===== src/rtl/csp_pkg.sv =====
package csp_pkg;

  localparam int DATA_W        = 10;
  localparam int ADDR_W        = 4;
  localparam int OP_W          = 2;
  localparam int FRAME_BITS    = OP_W + ADDR_W + DATA_W;
  localparam int NUM_REGS      = 5;
  localparam int BLACK_DEFAULT = 64;

  typedef enum logic [ADDR_W-1:0] {
    ADR_MODE_A = 4'd0,
    ADR_MODE_B = 4'd1,
    ADR_SAMPLE = 4'd2,
    ADR_GAIN   = 4'd3,
    ADR_BLACK  = 4'd4
  } reg_addr_e;

  // Stored width of each control word; bits above it are dropped on write.
  function automatic int reg_width(int idx);
    case (idx)
      ADR_MODE_A: return 10;
      ADR_MODE_B: return 8;
      ADR_SAMPLE: return 6;
      ADR_GAIN:   return 9;
      default:    return 7;
    endcase
  endfunction

  function automatic logic [DATA_W-1:0] reg_default(int idx);
    return (idx == ADR_BLACK) ? DATA_W'(BLACK_DEFAULT) : '0;
  endfunction

endpackage


===== src/rtl/csp_sync.sv =====
module csp_sync #(
  parameter int              W        = 1,
  parameter int              STAGES   = 2,
  parameter logic [W-1:0]    RST_VAL  = '0
) (
  input  logic         clk,
  input  logic         rst_n,
  input  logic [W-1:0] async_i,
  output logic [W-1:0] sync_o
);

  logic [W-1:0] pipe_q [STAGES];
  logic [W-1:0] pipe_d [STAGES];

  always_comb begin
    pipe_d[0] = async_i;
    for (int s = 1; s < STAGES; s++) pipe_d[s] = pipe_q[s-1];
  end

  generate
    for (genvar s = 0; s < STAGES; s++) begin : g_stage
      always_ff @(posedge clk or negedge rst_n) begin
        if (!rst_n) pipe_q[s] <= RST_VAL;
        else        pipe_q[s] <= pipe_d[s];
      end
    end
  endgenerate

  assign sync_o = pipe_q[STAGES-1];

endmodule


===== src/rtl/csp_frame_rx.sv =====
module csp_frame_rx
  import csp_pkg::*;
(
  input  logic              clk,
  input  logic              rst_n,
  input  logic              sclk_s,
  input  logic              cs_n_s,
  input  logic              sdi_s,
  output logic              frm_valid_o,
  output logic [ADDR_W-1:0] frm_addr_o,
  output logic [DATA_W-1:0] frm_data_o
);

  localparam int SHIFT_W = ADDR_W + DATA_W;
  localparam int CNT_MAX = FRAME_BITS + 1;
  localparam int CNT_W   = $clog2(CNT_MAX + 1);

  logic               sclk_q, cs_q;
  logic [CNT_W-1:0]   cnt_q, cnt_d;
  logic [SHIFT_W-1:0] shreg_q, shreg_d;
  logic               valid_q, valid_d;
  logic [ADDR_W-1:0]  addr_q;
  logic [DATA_W-1:0]  data_q;
  logic               sclk_rise, cs_rise, shift_en, commit;

  // Operation code bits fall out of the top of the shift register unused.
  always_comb begin
    sclk_rise = sclk_s & ~sclk_q;
    cs_rise   = cs_n_s & ~cs_q;
    shift_en  = sclk_rise & ~cs_n_s;
    commit    = cs_rise && (cnt_q == CNT_W'(FRAME_BITS));

    cnt_d = cnt_q;
    if (cs_n_s)                                      cnt_d = '0;
    else if (shift_en && cnt_q != CNT_W'(CNT_MAX))   cnt_d = cnt_q + 1'b1;

    shreg_d = shift_en ? {shreg_q[SHIFT_W-2:0], sdi_s} : shreg_q;
    valid_d = commit;
  end

  always_ff @(posedge clk or negedge rst_n) begin
    if (!rst_n) begin
      sclk_q  <= 1'b0;
      cs_q    <= 1'b1;
      cnt_q   <= '0;
      shreg_q <= '0;
      valid_q <= 1'b0;
    end else begin
      sclk_q  <= sclk_s;
      cs_q    <= cs_n_s;
      cnt_q   <= cnt_d;
      shreg_q <= shreg_d;
      valid_q <= valid_d;
    end
  end

  always_ff @(posedge clk or negedge rst_n) begin
    if (!rst_n) begin
      addr_q <= '0;
      data_q <= '0;
    end else if (commit) begin
      addr_q <= shreg_q[SHIFT_W-1:DATA_W];
      data_q <= shreg_q[DATA_W-1:0];
    end
  end

  assign frm_valid_o = valid_q;
  assign frm_addr_o  = addr_q;
  assign frm_data_o  = data_q;

  AST_CNT_BOUND: assert property (@(posedge clk) disable iff (!rst_n)
    cnt_q <= CNT_W'(CNT_MAX));

  AST_COMMIT_FULL: assert property (@(posedge clk) disable iff (!rst_n)
    valid_q |-> ($past(cnt_q) == CNT_W'(FRAME_BITS)));

  AST_IDLE_NO_COUNT: assert property (@(posedge clk) disable iff (!rst_n)
    (cs_q && cs_n_s) |=> (cnt_q == '0));

  AST_VALID_PULSE: assert property (@(posedge clk) disable iff (!rst_n)
    valid_q |=> !valid_q);

endmodule


===== src/rtl/csp_reg_bank.sv =====
module csp_reg_bank
  import csp_pkg::*;
(
  input  logic              clk,
  input  logic              rst_n,
  input  logic              wr_valid_i,
  input  logic [ADDR_W-1:0] wr_addr_i,
  input  logic [DATA_W-1:0] wr_data_i,
  output logic [DATA_W-1:0] words_o [NUM_REGS],
  output logic              strobe_o
);

  logic [NUM_REGS-1:0] hit;
  logic                strobe_q, strobe_d;

  always_comb begin
    for (int k = 0; k < NUM_REGS; k++)
      hit[k] = wr_valid_i && (wr_addr_i == ADDR_W'(k));
    strobe_d = |hit;
  end

  always_ff @(posedge clk or negedge rst_n) begin
    if (!rst_n) strobe_q <= 1'b0;
    else        strobe_q <= strobe_d;
  end

  generate
    for (genvar i = 0; i < NUM_REGS; i++) begin : g_word
      localparam int           W   = reg_width(i);
      localparam logic [W-1:0] RST = W'(reg_default(i));
      logic [W-1:0] word_q, word_d;

      always_comb word_d = hit[i] ? wr_data_i[W-1:0] : word_q;

      always_ff @(posedge clk or negedge rst_n) begin
        if (!rst_n) word_q <= RST;
        else        word_q <= word_d;
      end

      assign words_o[i] = DATA_W'(word_q);

      AST_WORD_NEEDS_STROBE: assert property (@(posedge clk) disable iff (!rst_n)
        !$stable(word_q) |-> strobe_q);
    end
  endgenerate

  assign strobe_o = strobe_q;

  AST_STROBE_SINGLE: assert property (@(posedge clk) disable iff (!rst_n)
    strobe_q |=> !strobe_q);

  AST_UNDEF_NO_STROBE: assert property (@(posedge clk) disable iff (!rst_n)
    (wr_valid_i && wr_addr_i >= ADDR_W'(NUM_REGS)) |=> !strobe_q);

  AST_STROBE_FROM_FRAME: assert property (@(posedge clk) disable iff (!rst_n)
    strobe_q |-> $past(wr_valid_i));

endmodule


===== src/rtl/ctl_serial_port.sv =====
module ctl_serial_port
  import csp_pkg::*;
#(
  parameter int SYNC_STAGES = 2
) (
  input  logic       clk,
  input  logic       rst_n,
  input  logic       sclk_i,
  input  logic       cs_n_i,
  input  logic       sdi_i,
  output logic [9:0] mode1_o,
  output logic [7:0] mode2_o,
  output logic [1:0] cds_gain_o,
  output logic       boost_hold_o,
  output logic [2:0] boost_len_o,
  output logic [1:0] pga_coarse_o,
  output logic [6:0] pga_fine_o,
  output logic [6:0] black_lvl_o,
  output logic       wr_strobe_o
);

  logic [2:0]        pins_s;
  logic              frm_valid;
  logic [ADDR_W-1:0] frm_addr;
  logic [DATA_W-1:0] frm_data;
  logic [DATA_W-1:0] words [NUM_REGS];

  // Bit order: {sdi, cs_n, sclk}; select idles high.
  csp_sync #(
    .W       (3),
    .STAGES  (SYNC_STAGES),
    .RST_VAL (3'b010)
  ) u_sync (
    .clk     (clk),
    .rst_n   (rst_n),
    .async_i ({sdi_i, cs_n_i, sclk_i}),
    .sync_o  (pins_s)
  );

  csp_frame_rx u_rx (
    .clk         (clk),
    .rst_n       (rst_n),
    .sclk_s      (pins_s[0]),
    .cs_n_s      (pins_s[1]),
    .sdi_s       (pins_s[2]),
    .frm_valid_o (frm_valid),
    .frm_addr_o  (frm_addr),
    .frm_data_o  (frm_data)
  );

  csp_reg_bank u_bank (
    .clk        (clk),
    .rst_n      (rst_n),
    .wr_valid_i (frm_valid),
    .wr_addr_i  (frm_addr),
    .wr_data_i  (frm_data),
    .words_o    (words),
    .strobe_o   (wr_strobe_o)
  );

  assign mode1_o      = words[ADR_MODE_A];
  assign mode2_o      = words[ADR_MODE_B][7:0];
  assign cds_gain_o   = words[ADR_SAMPLE][5:4];
  assign boost_hold_o = words[ADR_SAMPLE][3];
  assign boost_len_o  = words[ADR_SAMPLE][2:0];
  assign pga_coarse_o = words[ADR_GAIN][8:7];
  assign pga_fine_o   = words[ADR_GAIN][6:0];
  assign black_lvl_o  = words[ADR_BLACK][6:0];

  // Upper bits of narrow words are held at zero by the bank.
  logic unused_hi;
  assign unused_hi = ^{words[ADR_MODE_B][9:8], words[ADR_SAMPLE][9:6],
                       words[ADR_GAIN][9], words[ADR_BLACK][9:7]};

endmodule


===== config.mk =====
export PLATFORM = sky130hd
export DESIGN_NAME = ctl_serial_port
export DESIGN_NICKNAME = d
export VERILOG_FILES = /design/src/rtl/csp_pkg.sv /design/src/rtl/csp_sync.sv /design/src/rtl/csp_frame_rx.sv /design/src/rtl/csp_reg_bank.sv /design/src/rtl/ctl_serial_port.sv
export SDC_FILE = /design/constraint.sdc
export NUM_CORES = 1
export LEC_CHECK = 0
export BUFFER_PORTS_ARGS = -buffer_cell sky130_fd_sc_hd__buf_4
export CORE_MARGIN = 5
export CORE_UTILIZATION = 60
export CTS_CLUSTER_SIZE = 8
export DETAILED_ROUTE_END_ITERATION = 16
export PLACE_DENSITY = 0.84
export SETUP_SLACK_MARGIN = 0.15
export SYNTH_ARGS = -nofsm -noshare
export SYNTH_HDL_FRONTEND = slang
export SYNTH_SLANG_ARGS = --single-unit

===== constraint.sdc =====
create_clock -name clk -period 2.6 [get_ports clk]
set_clock_uncertainty 0.1 [all_clocks]
set_input_delay 0.13 -clock clk [delete_from_list [all_inputs] [get_ports clk]]
set_output_delay 0.13 -clock clk [all_outputs]
set_load 0.005 [all_outputs]

==> results of run 1 <==
[worst max path at each step]
stage               slack (ns)                    endpoint               start
CTS                       0.70               u_rx.cnt_q[1]    u_sync.sync_o[1]
global route              0.59               u_rx.cnt_q[1]    u_sync.sync_o[1]
floorplan                 0.99  u_bank.g_word[2].word_q[0]  u_rx.frm_addr_o[3]
finish                    0.71               u_rx.cnt_q[1]    u_sync.sync_o[1]
global placement          0.73               u_rx.cnt_q[1]    u_sync.sync_o[1]
detailed placement        0.70               u_rx.cnt_q[1]    u_sync.sync_o[1]
[cells in the final DEF, fill, tap and decap left out, types with 2 or more instances in the layout]
cell           instances
nand3_1                2
ha_1                   3
mux2_2                63
inv_1                  4
nor3b_2                2
clkinvlp_4             2
clkinv_2               2
o21ai_0                3
a21oi_1                2
dlygate4sd3_1          4
nor2_1                 3
buf_4                 45
and2b_2                2
or3_1                  2
nand2_1                2
mux2_4                 6
o31ai_1                2
dfrtp_1               79
clkbuf_8               9
dfstp_2                4
[routing by layer]
layer	up-vias	global-route usage (%)	share of wire [%]
met3	8	5.35	5.2
met2	39	25.9	49
li1	804	-	-
met4	0	6.69	1.5
met5	-	0	0
met1	885	22.5	44
[area by class of cell]
class                           count  area (um2)
Tap cell                           70        87.6
Clock buffer                       10         128
Sequential cell                    83        2080
Clock inverter                      5        55.1
Multi-Input combinational cell    102        1060
Inverter                            4        15.0
Fill cell                         367        1340
Timing Repair Buffer               49         378
[registers in the layout, summed over array words and instances (netlist names)]
name and count:
u_rx.frm_data_o 10, u_sync.pipe_d 3, u_rx.cs_q 1, u_bank.g_word.word_q 40, u_bank.strobe_o 1, u_rx.shreg_q 14
u_sync.sync_o 3, u_rx.cnt_q 5, u_rx.frm_addr_o 4, u_rx.sclk_q 1, u_rx.frm_valid_o 1
[power groups by stage]
stage	clock [W]	sequential (W)	combinational (W)
global route	0.000940	0.00142	0.000127
CTS	0.000883	0.00141	0.000114
finish	0.000863	0.00141	0.000111
detailed placement	0	0.00144	0.000108
floorplan	0	0.00142	0.0000761
global placement	0	0.00144	0.000104
[cell usage after synthesis, types with 2 or more instances]
master	n	area, um2
o31ai_1	2	15.0
o21ai_0	3	15.0
and2b_2	2	17.5
a21oi_1	2	10.0
ha_1	3	37.5
dfrtp_1	79	1980
nor2_1	3	11.3
or3_1	2	12.5
buf_2	2	10.0
mux2_2	63	709
nand3_1	2	10.0
nor3b_2	2	25.0
nand2_1	2	7.51
dfstp_2	4	105
inv_1	4	15.0
mux2_4	6	90.1
[metrics by stage]
step / cell area [um2] / power, W / utilization, %
finish: 3800 / 0.00239 / 74.0
detailed placement: 3580 / 0.00154 / 69.6
CTS: 3800 / 0.00241 / 74.0
global placement: 3580 / 0.00154 / 69.6
global route: 3800 / 0.00249 / 74.0
floorplan: 3190 / 0.00149 / -
[critical path, cell delays in order, from the launching register on]
cell and delay [ns]:
dfstp_2 0.41, or3b_1 0.72, nor2_1 0.21, mux2_2 0.34
[cells by family (layout without fill, tap and decap cells)]
family | Yosys count | count (layout) | synth area share [%]
flops | 83 | 83 | 65.2
mux | 69 | 69 | 25.0
simple gates | 23 | 23 | 5.60
buf+inv | 8 | 68 | 1.76
compound gates | 7 | 7 | 1.25
fa+ha+maj | 3 | 3 | 1.18
==> run metrics, run 1 <==
slew margin rel.=between 30% and 40%; total gr overflow=0; Switching Share=between 20% and 30%; Max Freq=around 0.53 GHz; RSZ-0062 raised after global routing=no; Synth Flop Type=dfrtp_1; critical-path maximum fanout=19; Clk Latency, worst-skew pair=~0.34 ns; worst hold start=u_sync.pipe_d[2]; hold endpoint=u_sync.sync_o[2]; reg-to-reg startpoint=u_sync.sync_o[1]; critical path class=reg2reg; site row count=26; crit end category=flip-flop; fin crit share=around 73%; GRT Total Usage=16.9%; post-CTS setup buffers=0; register bit total from synthesis=83; NumNets Final=between 200 and 300; Synth Net Count=approximately 200; CTS Root Cell=clkbuf_8; largest net degree at the start of global routing=84; post-DP HPWL=3520 um; Worst IR Drop VDD=between 0.0005 and 0.0006 V; die width=a little over 80 um; Pleak=about 2.0 nW; Ports=between 40 and 50; PostCTS Resize Cnt=0; Gate power share=roughly 4.7%; Clk pwr share=36.2%; Critical Path RT=around 2.7 ns; HP Class=reg2reg; Post-synth EDFFs=0; Least-Margin Pin Slew=~0.99 ns; CTS sink cnt=83; area delta synth->final=19.0%; crit path launch type=flip-flop; setup slack at placement=about 0.7 ns; synthesized area=3190 um2; DRC violations left=0; vias=between 1.5k and 2k; syn_area_per_cell=approximately 17 um2; via/cell ratio=5.37; cells on worst reg2reg path=3; core area=5140 um2; Net Sw Power=0.000527 W; final max-slew violation count=0; Hold Buf Count CTS=4; Hold Crit Depth=0; Flop pwr share=59.2%; Inserted Clock Buffers=9; P per Cell Area=~630 nW/um2; # diodes=0; Port Buffers=45; placed cells=304; layout cells sized above 1=a little under three fifths; vias in the first global route=between 1.5k and 2k; async set or reset register ratio after synthesis=100%; DR WL/cell=16.4 um; Initial Util=about 62%; Clock Pin Slew Worst Setup and Hold Paths=roughly 0.08 ns; iteration count of the initial detailed-routing pass=4; global-route wire length before repair=approximately 9300 um; yosys warns=0; CTS H-tree depth=3; CTS tree=built; R2R Setup Slk=0.71 ns; Cell Int Power=about 0.0019 W; worst hold slack=approximately 0.26 ns; Final Hold Viols=0; Layout Cells excl Fill=~320; final WL=5300 um; Detail Route Antenna Nets=0; WP data arrival=just over 2 ns; Final GP Congestion=about 0.77; status=completed; setup ws final=around 0.71 ns; Final setup viols=0; reg2reg end=u_rx.cnt_q[1]; post-synthesis cell count=193; Setup TNS=0 ns; Initial DRC Count=84; crit path time final=1.89 ns; die height=roughly 83 um; post-synthesis sequential area ratio=approximately two thirds; die area=6880 um2; Yosys cell types=28; CTS Buffer Depth=2; max_cap viols=0; initial antenna violation count=0
Power figures use the tool's default switching activity.
==> inputs of run 2 (changes only) <==
ABC_AREA = 1   (was unset)
CORE_UTILIZATION = 56   (was 60)
PLACE_DENSITY = 0.79   (was 0.84)
clock period = 1.75 ns   (was 2.6 ns; I/O delays follow)
==> run 2 against run 1 <==
Final cell count is 42% higher. Sequential power rose by 44%. Clock power is 82% higher. Die area increased by 6.0%. Total power increased by 56%. Global-route usage is 1.9 points higher. Flip-flop and latch count stayed put. Highest routed layer unchanged. Critical path type unchanged. Register-to-register slack worse by 0.48 ns. Core utilization fell by 2.9 points. Via count up 35%.
==> run metrics, run 2 <==
Ports=46 (unchanged); critical-path maximum fanout=15 (-4); initial antenna violation count=0 (unchanged); fin crit share=87.1% (+14 points); CTS tree=built; DRC violations left=0 (unchanged); die area=7300 um2 (+6.0%); Clk Latency, worst-skew pair=0.34 ns (about the same); sequential cell area=2080 um2 (about the same); Initial DRC Count=131 (+56%); yosys warns=0 (unchanged); ranking of synthesized cells by area=dfrtp_1 (62%), nand2_1 (15%), o21ai_0 (6.1%), nand3_1 (3.9%), dfstp_2 (3.3%); layout cells sized above 1=20.4% (-35 points); total gr overflow=0 (unchanged); CTS sink cnt=83 (unchanged); Port Buffers=45 (unchanged); # diodes=0 (unchanged); Synth Net Count=338 (+68%); post-synthesis sequential area ratio=65.4% (+0.18 points); Initial Util=57.9% (-4.3 points); GRT Total Usage=18.8% (+1.9 points); final WL=6330 um (+19%); post-DP HPWL=4280 um (+22%); Clock Pin Slew Worst Setup and Hold Paths=0.08 ns (about the same); HP Class=in2async; CTS Buffer Depth=2 (unchanged); Fillers=392 (+6.8%); via/cell ratio=5.11 (-5.0%); Final setup viols=0 (unchanged); worst-path cell chain=inv_1 -> nor2_1 -> nand3_1 -> nand2_1 -> o21ai_0; most frequent cells in the layout=nand2_1 (128), dfrtp_1 (78), buf_4 (50), o21ai_0 (39), inv_1 (24); Yosys cell types=22 (-21%); Detail Route Antenna Nets=0 (unchanged); delay of the slowest cell on the worst path=0.48 ns (-0.24 ns); CTS H-tree depth=3 (unchanged); NumNets Final=393 (+53%); commonest non-fill, non-tap cell in the layout=nand2_1; P per Cell Area=953 nW/um2 (+52%); Top reg by flops=u_bank.g_word.word_q; multi-input logic area=976 um2 (-7.6%); die width=85.4 um (+3.0%); Pleak=2.04 nW (+1.6%); CP max stage cell=dfrtp_1; max reg flops=40 (unchanged); die height=85.4 um (+3.0%); Synth area leader=dfrtp_1; most numerous cell in the Yosys netlist=nand2_1; Cell Int Power=0.00296 W (+59%); crit path launch type=flip-flop; Net Sw Power=0.000773 W (+47%); global-route wire length before repair=10700 um (+16%); Inserted Clock Buffers=9 (unchanged); Clk pwr share=42.2% (+6.0 points); post-synthesis cell count=330 (+71%); CTS Root Cell=clkbuf_8; total power=0.00373 W (+56%); crit end category=flip-flop; final max-slew violation count=0 (unchanged); Switching Share=20.7% (-1.3 points); core area=5510 um2 (+7.1%); post-synth top area share=62.1% (+0.17 points); vias=2349 (+35%); Final Hold Viols=0 (unchanged); Commonest cells post-synth=nand2_1 (129), dfrtp_1 (79), o21ai_0 (39); vias in the first global route=2293 (+24%); syn_area_per_cell=9.65 um2 (-42%); Flop pwr share=54.3% (-4.9 points); Final Core Density=71.1% (-2.9 points); site row count=27 (+3.8%); iteration count of the initial detailed-routing pass=4 (unchanged); Setup TNS=0 ns (unchanged); placed cells=441 (+45%); crit path time final=1.52 ns (-0.369 ns); status=completed; max_cap viols=0 (unchanged); Max Freq=0.656 GHz (+24%); Layout Cells excl Fill=460 (+42%); Final GP Congestion=0.742 (-3.5%); largest net degree at the start of global routing=35 (-58%); Gate power share=3.4% (-1.3 points); Critical Path RT=1.86 ns (-0.87 ns); WP data arrival=1.63 ns (-0.39 ns); register bit total from synthesis=83 (unchanged); Post-synth EDFFs=0 (unchanged); worst hold slack=0.134 ns (-0.122 ns); slew margin rel.=70.2% (+36 points); Worst IR Drop VDD=0.000961 V (+89%); synthesized area=3190 um2 (-0.27%); DR WL/cell=13.8 um (-16%); Synth Flop Type=dfrtp_1; RSZ-0062 raised after global routing=yes; critical path class=reg2reg; Least-Margin Pin Slew=0.447 ns (-0.539 ns); async set or reset register ratio after synthesis=100% (unchanged); area delta synth->final=22.9%
## run 2: cell types whose count changed in the layout (fill, tap and decap cells not counted), sizes merged, moves of 4 or more
cell,previous run,this run
nand2,3,130
mux2,69,0
inv,4,24
buf,45,52
nand4,0,4
o21ai,3,40
nand3,3,25
## run 2: area by class of cell
type                            count  share of cell area, %
Sequential cell                    83                   53.2
Multi-Input combinational cell    211                   24.9
Timing Repair Buffer               56                   11.4
Clock buffer                        9                   3.16
Clock inverter                      5                   2.65
Inverter                           24                   2.30
Tap cell                           72                   2.30
## run 2: worst paths after layout
kind / startpoint / to / slack, ns / cells past startpoint
max: u_rx.frm_valid_o / u_bank.g_word[4].word_q[5] / 0.23 / 5
min: rst_n / u_bank.g_word[2].word_q[4] / 0.13 / 2
max reg2reg: u_rx.frm_valid_o / u_bank.g_word[4].word_q[5] / 0.23 / 5
min reg2reg: u_sync.pipe_d[0] / u_sync.sync_o[0] / 0.25 / 0
max in group asynchronous: rst_n / u_bank.g_word[0].word_q[9] / 0.80 / 3
min in group clk: u_sync.pipe_d[0] / u_sync.sync_o[0] / 0.25 / 0
## run 2: power by group through the flow
| stage | sequential [W] | combinational (W) | clock, W |
|---|---|---|---|
| global placement | 0.00206 | 0.000118 | 0 |
| finish | 0.00203 | 0.000128 | 0.00157 |
| CTS | 0.00202 | 0.000131 | 0.00160 |
| floorplan | 0.00205 | 0.0000595 | 0 |
| detailed placement | 0.00206 | 0.000123 | 0 |
| global route | 0.00204 | 0.000156 | 0.00168 |
## run 2: worst max-delay path, delay by kind of cell, from the launching register on
kind | cells | cell delay (ns)
compound gates | 1 | 0.11
flops | 1 | 0.48
simple gates | 3 | 0.59
buf+inv | 1 | 0.10
## run 2: kinds of logic (layout without fill, tap and decap cells)
logic type	count (synthesis)	in the layout	share of synthesized area (%)
and+or+nand+nor	166	166	21.8
adders and majority gates	3	3	1.18
AOI/OAI and AO/OA	41	41	6.52
buffers and inverters	36	94	4.83
DFF	83	83	65.4
xor gates and xnor gates	1	1	0.275
## run 2: stage by stage
step	setup WS, ns	area, um2
after floorplan	0.265	3190
after global placement	0.317	3610
after detailed placement	0.252	3610
after CTS	0.238	3870
after global routing	0.110	3910
final	0.227	3910
## run 2: what timing repair did
action,4_1_cts,5_1_grt
hold buffers,4,0
endpoints found under the hold margin,65,0
setup buffers,0,1
setup endpoints to repair,0,33
gates resized for setup,0,7
## run 2: layer usage
layer  track usage, %  share of wire (%)  vias up
li1                 -                  -     1151
met5                0                  0        -
met2             29.2                 47       63
met1             24.4                 45     1127
met4             8.49                1.8        0
met3             5.53                6.1        8
